`config.mk`:
```
export PLATFORM = sky130hd
export DESIGN_NAME = stack_vec_seq
export DESIGN_NICKNAME = d
export VERILOG_FILES = /design/src/rtl/stkseq_pkg.sv /design/src/rtl/stkseq_sp.sv /design/src/rtl/stkseq_fsm.sv /design/src/rtl/stack_vec_seq.sv
export SDC_FILE = /design/constraint.sdc
export NUM_CORES = 1
export LEC_CHECK = 0
export ABC_AREA = 1
export BUFFER_PORTS_ARGS = -buffer_cell sky130_fd_sc_hd__buf_2
export CORE_AREA = 2 2 90 126
export DETAILED_ROUTE_END_ITERATION = 10
export DIE_AREA = 0 0 92 128
export GPL_TIMING_DRIVEN = 0
export HOLD_SLACK_MARGIN = 0.12
export PLACE_DENSITY_LB_ADDON = 0.3
export SLEW_MARGIN = 20
export SYNTH_ARGS = -nofsm -noshare
export SYNTH_HDL_FRONTEND = slang
export SYNTH_SLANG_ARGS = --single-unit
```
`constraint.sdc`:
```
create_clock -name clk -period 1.9 [get_ports clk]
set_clock_uncertainty 0.1 [all_clocks]
set_input_delay 0.19 -clock clk [delete_from_list [all_inputs] [get_ports clk]]
set_output_delay 0.19 -clock clk [all_outputs]
set_load 0.02 [all_outputs]
```
`src/rtl/stkseq_pkg.sv`:
```
package stkseq_pkg;

    localparam logic [7:0] SP_TOP   = 8'hFF;
    localparam logic [7:0] SP_BOT   = 8'hC0;
    localparam int         CCR_MASK = 3;

    typedef enum logic [1:0] {
        OP_CALL,
        OP_RET,
        OP_INT,
        OP_RTI
    } op_e;

    typedef enum logic [3:0] {
        ST_IDLE,
        ST_W_PCL,
        ST_W_PCH,
        ST_W_X,
        ST_W_A,
        ST_W_CCR,
        ST_V_HI,
        ST_V_LO,
        ST_R_CCR,
        ST_R_A,
        ST_R_X,
        ST_R_PCH,
        ST_R_PCL,
        ST_DONE
    } st_e;

    typedef struct packed {
        op_e         op;
        logic [1:0]  src;
        logic [15:0] pc;
        logic [7:0]  a;
        logic [7:0]  x;
        logic [7:0]  ccr;
    } ctx_t;

    function automatic logic [7:0] vec_offset(input logic [1:0] src);
        case (src)
            2'd0:    return 8'hFA;
            2'd1:    return 8'hFC;
            default: return 8'hFE;
        endcase
    endfunction

    function automatic logic is_push(input st_e s);
        return (s == ST_W_PCL) || (s == ST_W_PCH) || (s == ST_W_X) ||
               (s == ST_W_A)   || (s == ST_W_CCR);
    endfunction

    function automatic logic is_pull(input st_e s);
        return (s == ST_R_CCR) || (s == ST_R_A) || (s == ST_R_X) ||
               (s == ST_R_PCH) || (s == ST_R_PCL);
    endfunction

    function automatic logic [7:0] sp_dec(input logic [7:0] sp);
        return (sp == SP_BOT) ? SP_TOP : sp - 8'd1;
    endfunction

    function automatic logic [7:0] sp_inc(input logic [7:0] sp);
        return (sp == SP_TOP) ? SP_BOT : sp + 8'd1;
    endfunction

endpackage

```
`src/rtl/stkseq_sp.sv`:
```
module stkseq_sp
    import stkseq_pkg::*;
(
    input  logic       clk,
    input  logic       rst,
    input  logic       init,
    input  logic       push,
    input  logic       pull,
    output logic [7:0] sp,
    output logic [7:0] sp_up
);

    assign sp_up = sp_inc(sp);

    always_ff @(posedge clk) begin
        if (rst || init) begin
            sp <= SP_TOP;
        end else if (push) begin
            sp <= sp_dec(sp);
        end else if (pull) begin
            sp <= sp_up;
        end
    end

endmodule

```
`src/rtl/stkseq_fsm.sv`:
```
module stkseq_fsm
    import stkseq_pkg::*;
(
    input  logic        clk,
    input  logic        rst,
    input  logic        req_call,
    input  logic        req_ret,
    input  logic        req_int,
    input  logic        req_rti,
    input  logic [1:0]  int_src,
    input  logic [15:0] pc_in,
    input  logic [7:0]  a_in,
    input  logic [7:0]  x_in,
    input  logic [7:0]  ccr_in,
    output st_e         state,
    output ctx_t        ctx,
    output logic        sp_init
);

    logic accept;
    op_e  new_op;
    st_e  nxt;

    assign accept = (state == ST_IDLE) && (req_call || req_ret || req_int || req_rti);

    always_comb begin
        if (req_int)      new_op = OP_INT;
        else if (req_rti) new_op = OP_RTI;
        else if (req_ret) new_op = OP_RET;
        else              new_op = OP_CALL;
    end

    assign sp_init = accept && (new_op == OP_INT) && int_src[1];

    always_comb begin
        nxt = state;
        case (state)
            ST_IDLE: begin
                if (accept) begin
                    case (new_op)
                        OP_CALL: nxt = ST_W_PCL;
                        OP_RET:  nxt = ST_R_PCH;
                        OP_RTI:  nxt = ST_R_CCR;
                        default: nxt = int_src[1] ? ST_V_HI : ST_W_PCL;
                    endcase
                end
            end
            ST_W_PCL: nxt = ST_W_PCH;
            ST_W_PCH: nxt = (ctx.op == OP_CALL) ? ST_DONE : ST_W_X;
            ST_W_X:   nxt = ST_W_A;
            ST_W_A:   nxt = ST_W_CCR;
            ST_W_CCR: nxt = ST_V_HI;
            ST_V_HI:  nxt = ST_V_LO;
            ST_V_LO:  nxt = ST_DONE;
            ST_R_CCR: nxt = ST_R_A;
            ST_R_A:   nxt = ST_R_X;
            ST_R_X:   nxt = ST_R_PCH;
            ST_R_PCH: nxt = ST_R_PCL;
            ST_R_PCL: nxt = ST_DONE;
            default:  nxt = ST_IDLE;
        endcase
    end

    always_ff @(posedge clk) begin
        if (rst) begin
            state <= ST_IDLE;
            ctx   <= '0;
        end else begin
            state <= nxt;
            if (accept) begin
                ctx.op  <= new_op;
                ctx.src <= int_src;
                ctx.pc  <= pc_in;
                ctx.a   <= a_in;
                ctx.x   <= x_in;
                ctx.ccr <= ccr_in;
            end
        end
    end

endmodule

```
`src/rtl/stack_vec_seq.sv`:
```
module stack_vec_seq
    import stkseq_pkg::*;
#(
    parameter logic [7:0] TOP_HI = 8'h07,
    localparam int         AW     = $clog2(int'(TOP_HI) + 1) + 8
) (
    input  logic          clk,
    input  logic          rst,
    input  logic          req_call,
    input  logic          req_ret,
    input  logic          req_int,
    input  logic          req_rti,
    input  logic [1:0]    int_src,
    input  logic [AW-1:0] pc_in,
    input  logic [7:0]    a_in,
    input  logic [7:0]    x_in,
    input  logic [7:0]    ccr_in,
    input  logic [7:0]    mem_rdata,
    output logic [AW-1:0] mem_addr,
    output logic [7:0]    mem_wdata,
    output logic          mem_we,
    output logic          mem_re,
    output logic [7:0]    sp_out,
    output logic [AW-1:0] pc_out,
    output logic [7:0]    a_out,
    output logic [7:0]    x_out,
    output logic [7:0]    ccr_out,
    output logic          done
);

    localparam int HW = AW - 8;

    st_e         state;
    ctx_t        ctx;
    logic        sp_init;
    logic        do_push;
    logic        do_pull;
    logic [7:0]  sp;
    logic [7:0]  sp_up;
    logic [7:0]  pc_hi_r;
    logic [7:0]  pc_lo_r;
    logic [15:0] pc_full;
    logic [7:0]  vec_lo;

    stkseq_fsm u_fsm (
        .clk      (clk),
        .rst      (rst),
        .req_call (req_call),
        .req_ret  (req_ret),
        .req_int  (req_int),
        .req_rti  (req_rti),
        .int_src  (int_src),
        .pc_in    ({{(16 - AW){1'b0}}, pc_in}),
        .a_in     (a_in),
        .x_in     (x_in),
        .ccr_in   (ccr_in),
        .state    (state),
        .ctx      (ctx),
        .sp_init  (sp_init)
    );

    assign do_push = is_push(state);
    assign do_pull = is_pull(state);

    stkseq_sp u_sp (
        .clk   (clk),
        .rst   (rst),
        .init  (sp_init),
        .push  (do_push),
        .pull  (do_pull),
        .sp    (sp),
        .sp_up (sp_up)
    );

    assign vec_lo = vec_offset(ctx.src);

    always_comb begin
        mem_we    = do_push;
        mem_re    = do_pull || (state == ST_V_HI) || (state == ST_V_LO);
        mem_wdata = 8'h00;
        mem_addr  = '0;
        if (do_push) begin
            mem_addr = {{HW{1'b0}}, sp};
        end else if (do_pull) begin
            mem_addr = {{HW{1'b0}}, sp_up};
        end else if (state == ST_V_HI) begin
            mem_addr = {TOP_HI[HW-1:0], vec_lo};
        end else if (state == ST_V_LO) begin
            mem_addr = {TOP_HI[HW-1:0], vec_lo | 8'h01};
        end
        case (state)
            ST_W_PCL: mem_wdata = ctx.pc[7:0];
            ST_W_PCH: mem_wdata = ctx.pc[15:8];
            ST_W_X:   mem_wdata = ctx.x;
            ST_W_A:   mem_wdata = ctx.a;
            ST_W_CCR: mem_wdata = ctx.ccr;
            default:  mem_wdata = 8'h00;
        endcase
    end

    always_ff @(posedge clk) begin
        if (rst) begin
            pc_hi_r <= 8'h00;
            pc_lo_r <= 8'h00;
            a_out   <= 8'h00;
            x_out   <= 8'h00;
            ccr_out <= 8'h00;
        end else begin
            case (state)
                ST_V_HI: begin
                    pc_hi_r <= mem_rdata;
                    ccr_out <= ctx.ccr | (8'h01 << CCR_MASK);
                end
                ST_V_LO:  pc_lo_r <= mem_rdata;
                ST_R_PCH: pc_hi_r <= mem_rdata;
                ST_R_PCL: pc_lo_r <= mem_rdata;
                ST_R_CCR: ccr_out <= mem_rdata;
                ST_R_A:   a_out   <= mem_rdata;
                ST_R_X:   x_out   <= mem_rdata;
                default: ;
            endcase
        end
    end

    assign pc_full = {pc_hi_r, pc_lo_r};
    assign pc_out  = pc_full[AW-1:0];
    assign sp_out  = sp;
    assign done    = (state == ST_DONE);

endmodule

```
==> implementation parameters <==
Parameter                              Value

Finish
  Commonest non-fill, non-tap cells in the layout ... sky130_fd_sc_hd__nor2_1, sky130_fd_sc_hd__buf_2, sky130_fd_sc_hd__nand2_1, sky130_fd_sc_hd__dfxtp_1, sky130_fd_sc_hd__o21ai_0
  Layout Nets ... 854
  Filler-free cell count of the finished design ... roughly 950
  Final antenna diode count ... 0
  Most common library cell in the layout ignoring fill and taps ... sky130_fd_sc_hd__nor2_1
  Ratio of cells with drive above 1 in the final layout ... 0.3255
  Final non-filler cell area ... 0.006255 mm²
  Post-synthesis to final-layout area growth ... 50.30%
  Utilization after layout ... 0.5847

Worst setup path
  Worst R2R Setup Slack ... 0.05 ns
  Critical Path AT ... 1.62 ns
  CP Data Required Time ... 1.61 ns
  Cell count of the worst reg-to-reg path ... 9
  Critical path type ... flip-flop to primary output
  RR Endpoint ... u_fsm.ctx[7]
  Sort of element at the start of the critical path ... flip-flop
  Largest fanout on the critical path ... 6
  Critical path endpoint ... mem_wdata[0]
  Number of logic stages on the critical path including buffering ... 8
  CP bufs+invs ... 3
  CP endpoint kind ... primary output
  R2R Path Start ... u_fsm.state[1]
  Crit path max-delay cell type ... sky130_fd_sc_hd__dfxtp_4
  Family of cells with the greatest summed delay on the critical path ... flip-flops
  Source of the critical timing path ... u_fsm.state[1]
  Cells along the critical path ... inv_2 -> nand2_2 -> nor2_4 -> buf_4 -> nand2_1 -> nand4_1 -> a21o_1 -> buf_2
  Longest individual stage delay on the worst path ... ~0.42 ns

Logic synthesis
  Number of warnings reported in the yosys synthesis log ... 0
  Library cell with the largest summed area after synthesis ... sky130_fd_sc_hd__dfxtp_1
  Post-synthesis cell count ... 598
  Leading cell types by total area after synthesis ... sky130_fd_sc_hd__dfxtp_1, sky130_fd_sc_hd__nor2_1, sky130_fd_sc_hd__o21ai_0, sky130_fd_sc_hd__nand2_1, sky130_fd_sc_hd__nand3_1
  Flip-flop cell with the highest count after synthesis ... sky130_fd_sc_hd__dfxtp_1
  Syn Std Cell Area ... 0.004161 mm²
  Proportion of synthesized chip area in sequential cells ... 0.4137
  FFs w/ async S/R, synth ... 0
  Area share of the leading cell type in the synthesized netlist ... 0.4137
  Number of enable flip-flop cells after synthesis ... 0
  Post-synthesis area per instance ... 6.959 µm²
  Synth Register Bits ... 86
  Synthesized net count ... approximately 650
  Number of different library cells in the post-synthesis netlist ... 31

Place
  Total instance count after detailed placement ... 854
  Global placer's final weighted congestion ... 0.9344
  Post-Place Setup Slack ... -0.1101 ns
  Number of port buffers ... 115
  DPL Wire Length ... 9.846 mm
  Post-detailed-placement cell area ... around 0.0049 mm²

Global routing
  Wire length of the first global-routing pass ... 22.74 mm
  Number of antenna violations at the first check in global routing ... 0
  Pin count of the biggest net entering global routing ... 15
  Remaining global-route overflow ... 0
  Global-route usage over all layers ... 0.2454
  Via count of the first global-routing pass ... 4802

Timing
  Post-Route Setup TNS ... -0.01102 ns
  Fin crit period ... 1.911 ns
  Hold Fails Final Rpt ... 0
  Worst hold margin ... 0.1281 ns
  RSZ-0062 raised after global routing ... true
  Remaining max-slew budget at the tightest pin ... 0.6524
  Final setup violation count ... 1
  Crit path setup slack, layout ... -0.01102 ns
  Worst-margin pin slew ... 0.5214 ns
  Slew Limit Fails ... 0
  Fin crit share ... 1.006
  Highest Clock Rate ... 523.3 MHz

Floorplanning
  Number of placement rows ... 45
  Initial cell density of the core ... 0.3890
  Vert. Die Dim ... between 100 and 150 µm
  Standard cell core area ... between 0.01 and 0.015 mm²
  Top Ports ... ~120
  DIE AREA ... 0.01178 mm²
  Die X-Extent ... 92 µm

Drt
  Wire length per cell after detailed routing ... 15.27 µm
  Number of detailed-route iterations in the first pass ... 5
  Total via count in the routed design ... 4809
  Average vias per placed instance ... 5.084
  Remaining antenna violation count after routing ... 0
  DRT Wirelength ... ~14 mm
  DRC viols ... 0
  Number of design-rule violations left by the first detailed-router iteration ... 267

Pwr
  Leak pwr ... 3.070 nW
  Clock share of power ... 0.167
  VDD IR max ... between 0.0008 and 0.0009 V
  Total chip power ... 10.92 mW
  Relative contribution of sequential cells to total power ... 0.265
  Internal cell power ... 5.982 mW
  Fraction of power spent switching nets ... 0.4521
  Power density over the cells ... approximately 1700 mW/mm²
  Psw ... 4.936 mW
  Comb power frac ... 0.568

Job
  Max-Cap Viols ... 0

Clock network
  Clock network latency to the later pin of the worst-skew pair ... 0.34 ns
  Post-CTS clock slew at the launch and capture registers of the worst setup and hold paths ... 0.06 ns
  Sinks on the clock net ... 86
  Deepest clock path buffer count ... 2
  TritonCTS clock tree ... yes
  Root Driver ... sky130_fd_sc_hd__clkbuf_16
  Maximum level of the CTS H-tree ... 3
  Number of buffers created by CTS ... 9

Outcome
  Outcome ... finished with violations
  Failing checks ... negative setup slack

Hold path
  Type of the tightest min-delay check ... input port to flip-flop
  Number of stages on the worst hold path ... 5
  HP Start ... req_ret
## metal layers
metal	GRT usage	share of wire	vias up
li1	-	-	2359
met1	0.2647	0.39	2216
met2	0.4494	0.51	190
met3	0.06114	0.062	44
met4	0.1097	0.034	0
met5	0	0	-
## cell usage after synthesis, types with 2 or more instances
library cell               instances
sky130_fd_sc_hd__nand2_4           5
sky130_fd_sc_hd__buf_4             4
sky130_fd_sc_hd__buf_6             7
sky130_fd_sc_hd__nand3_1          46
sky130_fd_sc_hd__a21o_1            3
sky130_fd_sc_hd__nand2_2           8
sky130_fd_sc_hd__o21ai_2           2
sky130_fd_sc_hd__xor2_1            3
sky130_fd_sc_hd__buf_2             6
sky130_fd_sc_hd__clkbuf_1          8
sky130_fd_sc_hd__a21oi_1          39
sky130_fd_sc_hd__nor2_4            4
sky130_fd_sc_hd__ha_1              3
sky130_fd_sc_hd__inv_2             9
sky130_fd_sc_hd__dfxtp_1          86
sky130_fd_sc_hd__inv_1            40
sky130_fd_sc_hd__nand2_1         100
sky130_fd_sc_hd__o21ai_0          77
sky130_fd_sc_hd__nor2_1          112
sky130_fd_sc_hd__nand4_1          10
sky130_fd_sc_hd__a21oi_2           2
sky130_fd_sc_hd__nor2_2            4
sky130_fd_sc_hd__o21ai_1          12
## sequential cells by signal, indices dropped and copies added (netlist names)
register,cells
pc_hi_r,3
u_fsm.ctx,39
a_out,8
pc_lo_r,8
x_out,8
u_sp.sp,8
u_fsm.state,4
ccr_out,8
## power by group through the flow
stage                     clock, mW  sequential [mW]  combinational [mW]
after global placement            0             2.81                4.82
after detailed placement          0             2.83                4.89
after floorplan                   0             2.94                3.38
final                          1.82             2.89                6.20
after CTS                      1.85             2.85                5.67
after global routing           1.91             2.97                6.75
## worst register-to-register path, cell delays in order (launching register included)
cell and delay (ns):
sky130_fd_sc_hd__dfxtp_4 0.39, sky130_fd_sc_hd__nor2_4 0.15, sky130_fd_sc_hd__buf_4 0.15, sky130_fd_sc_hd__nand2_1 0.09
sky130_fd_sc_hd__inv_2 0.11, sky130_fd_sc_hd__nand2_2 0.09, sky130_fd_sc_hd__buf_6 0.15, sky130_fd_sc_hd__buf_2 0.17
sky130_fd_sc_hd__o21ai_0 0.26, sky130_fd_sc_hd__nor2_1 0.06
## cell families after synthesis
family                     count (synthesis)  share of synthesized area
and+or+nand+nor                          292                     0.3085
AOI/OAI and AO/OA                        137                     0.1720
DFF                                       86                     0.4137
buffers and inverters                     77                    0.09050
xor gates and xnor gates                   3                   0.006315
adders and majority gates                  3                   0.009021
## worst min-delay path by stage
stage | endpoint
floorplan | u_fsm.state[3]
global placement | u_fsm.state[3]
detailed placement | u_fsm.state[3]
CTS | pc_lo_r[2]
global route | pc_hi_r[2]
finish | u_fsm.state[0]
## area by class of cell
type                       count  area, µm²
buffer                        27      207.7
sequential                    86       1750
multi-input combinational    435       2256
fill                         980       4443
timing repair buffer         191       1349
clock inverter                 4      52.55
inverter                      50      206.4
tap                          141      176.4
clock buffer                  12      256.5
## repair_timing
action / 4_1_cts / 5_1_grt
setup buffers: 19 / 9
setup endpoints to repair: 20 / 17
resized for setup: 66 / 48
pin swaps: 11 / 14
endpoints found under the hold margin: 62 / 0
hold buffers: 48 / 0
Power figures use the tool's default switching activity.
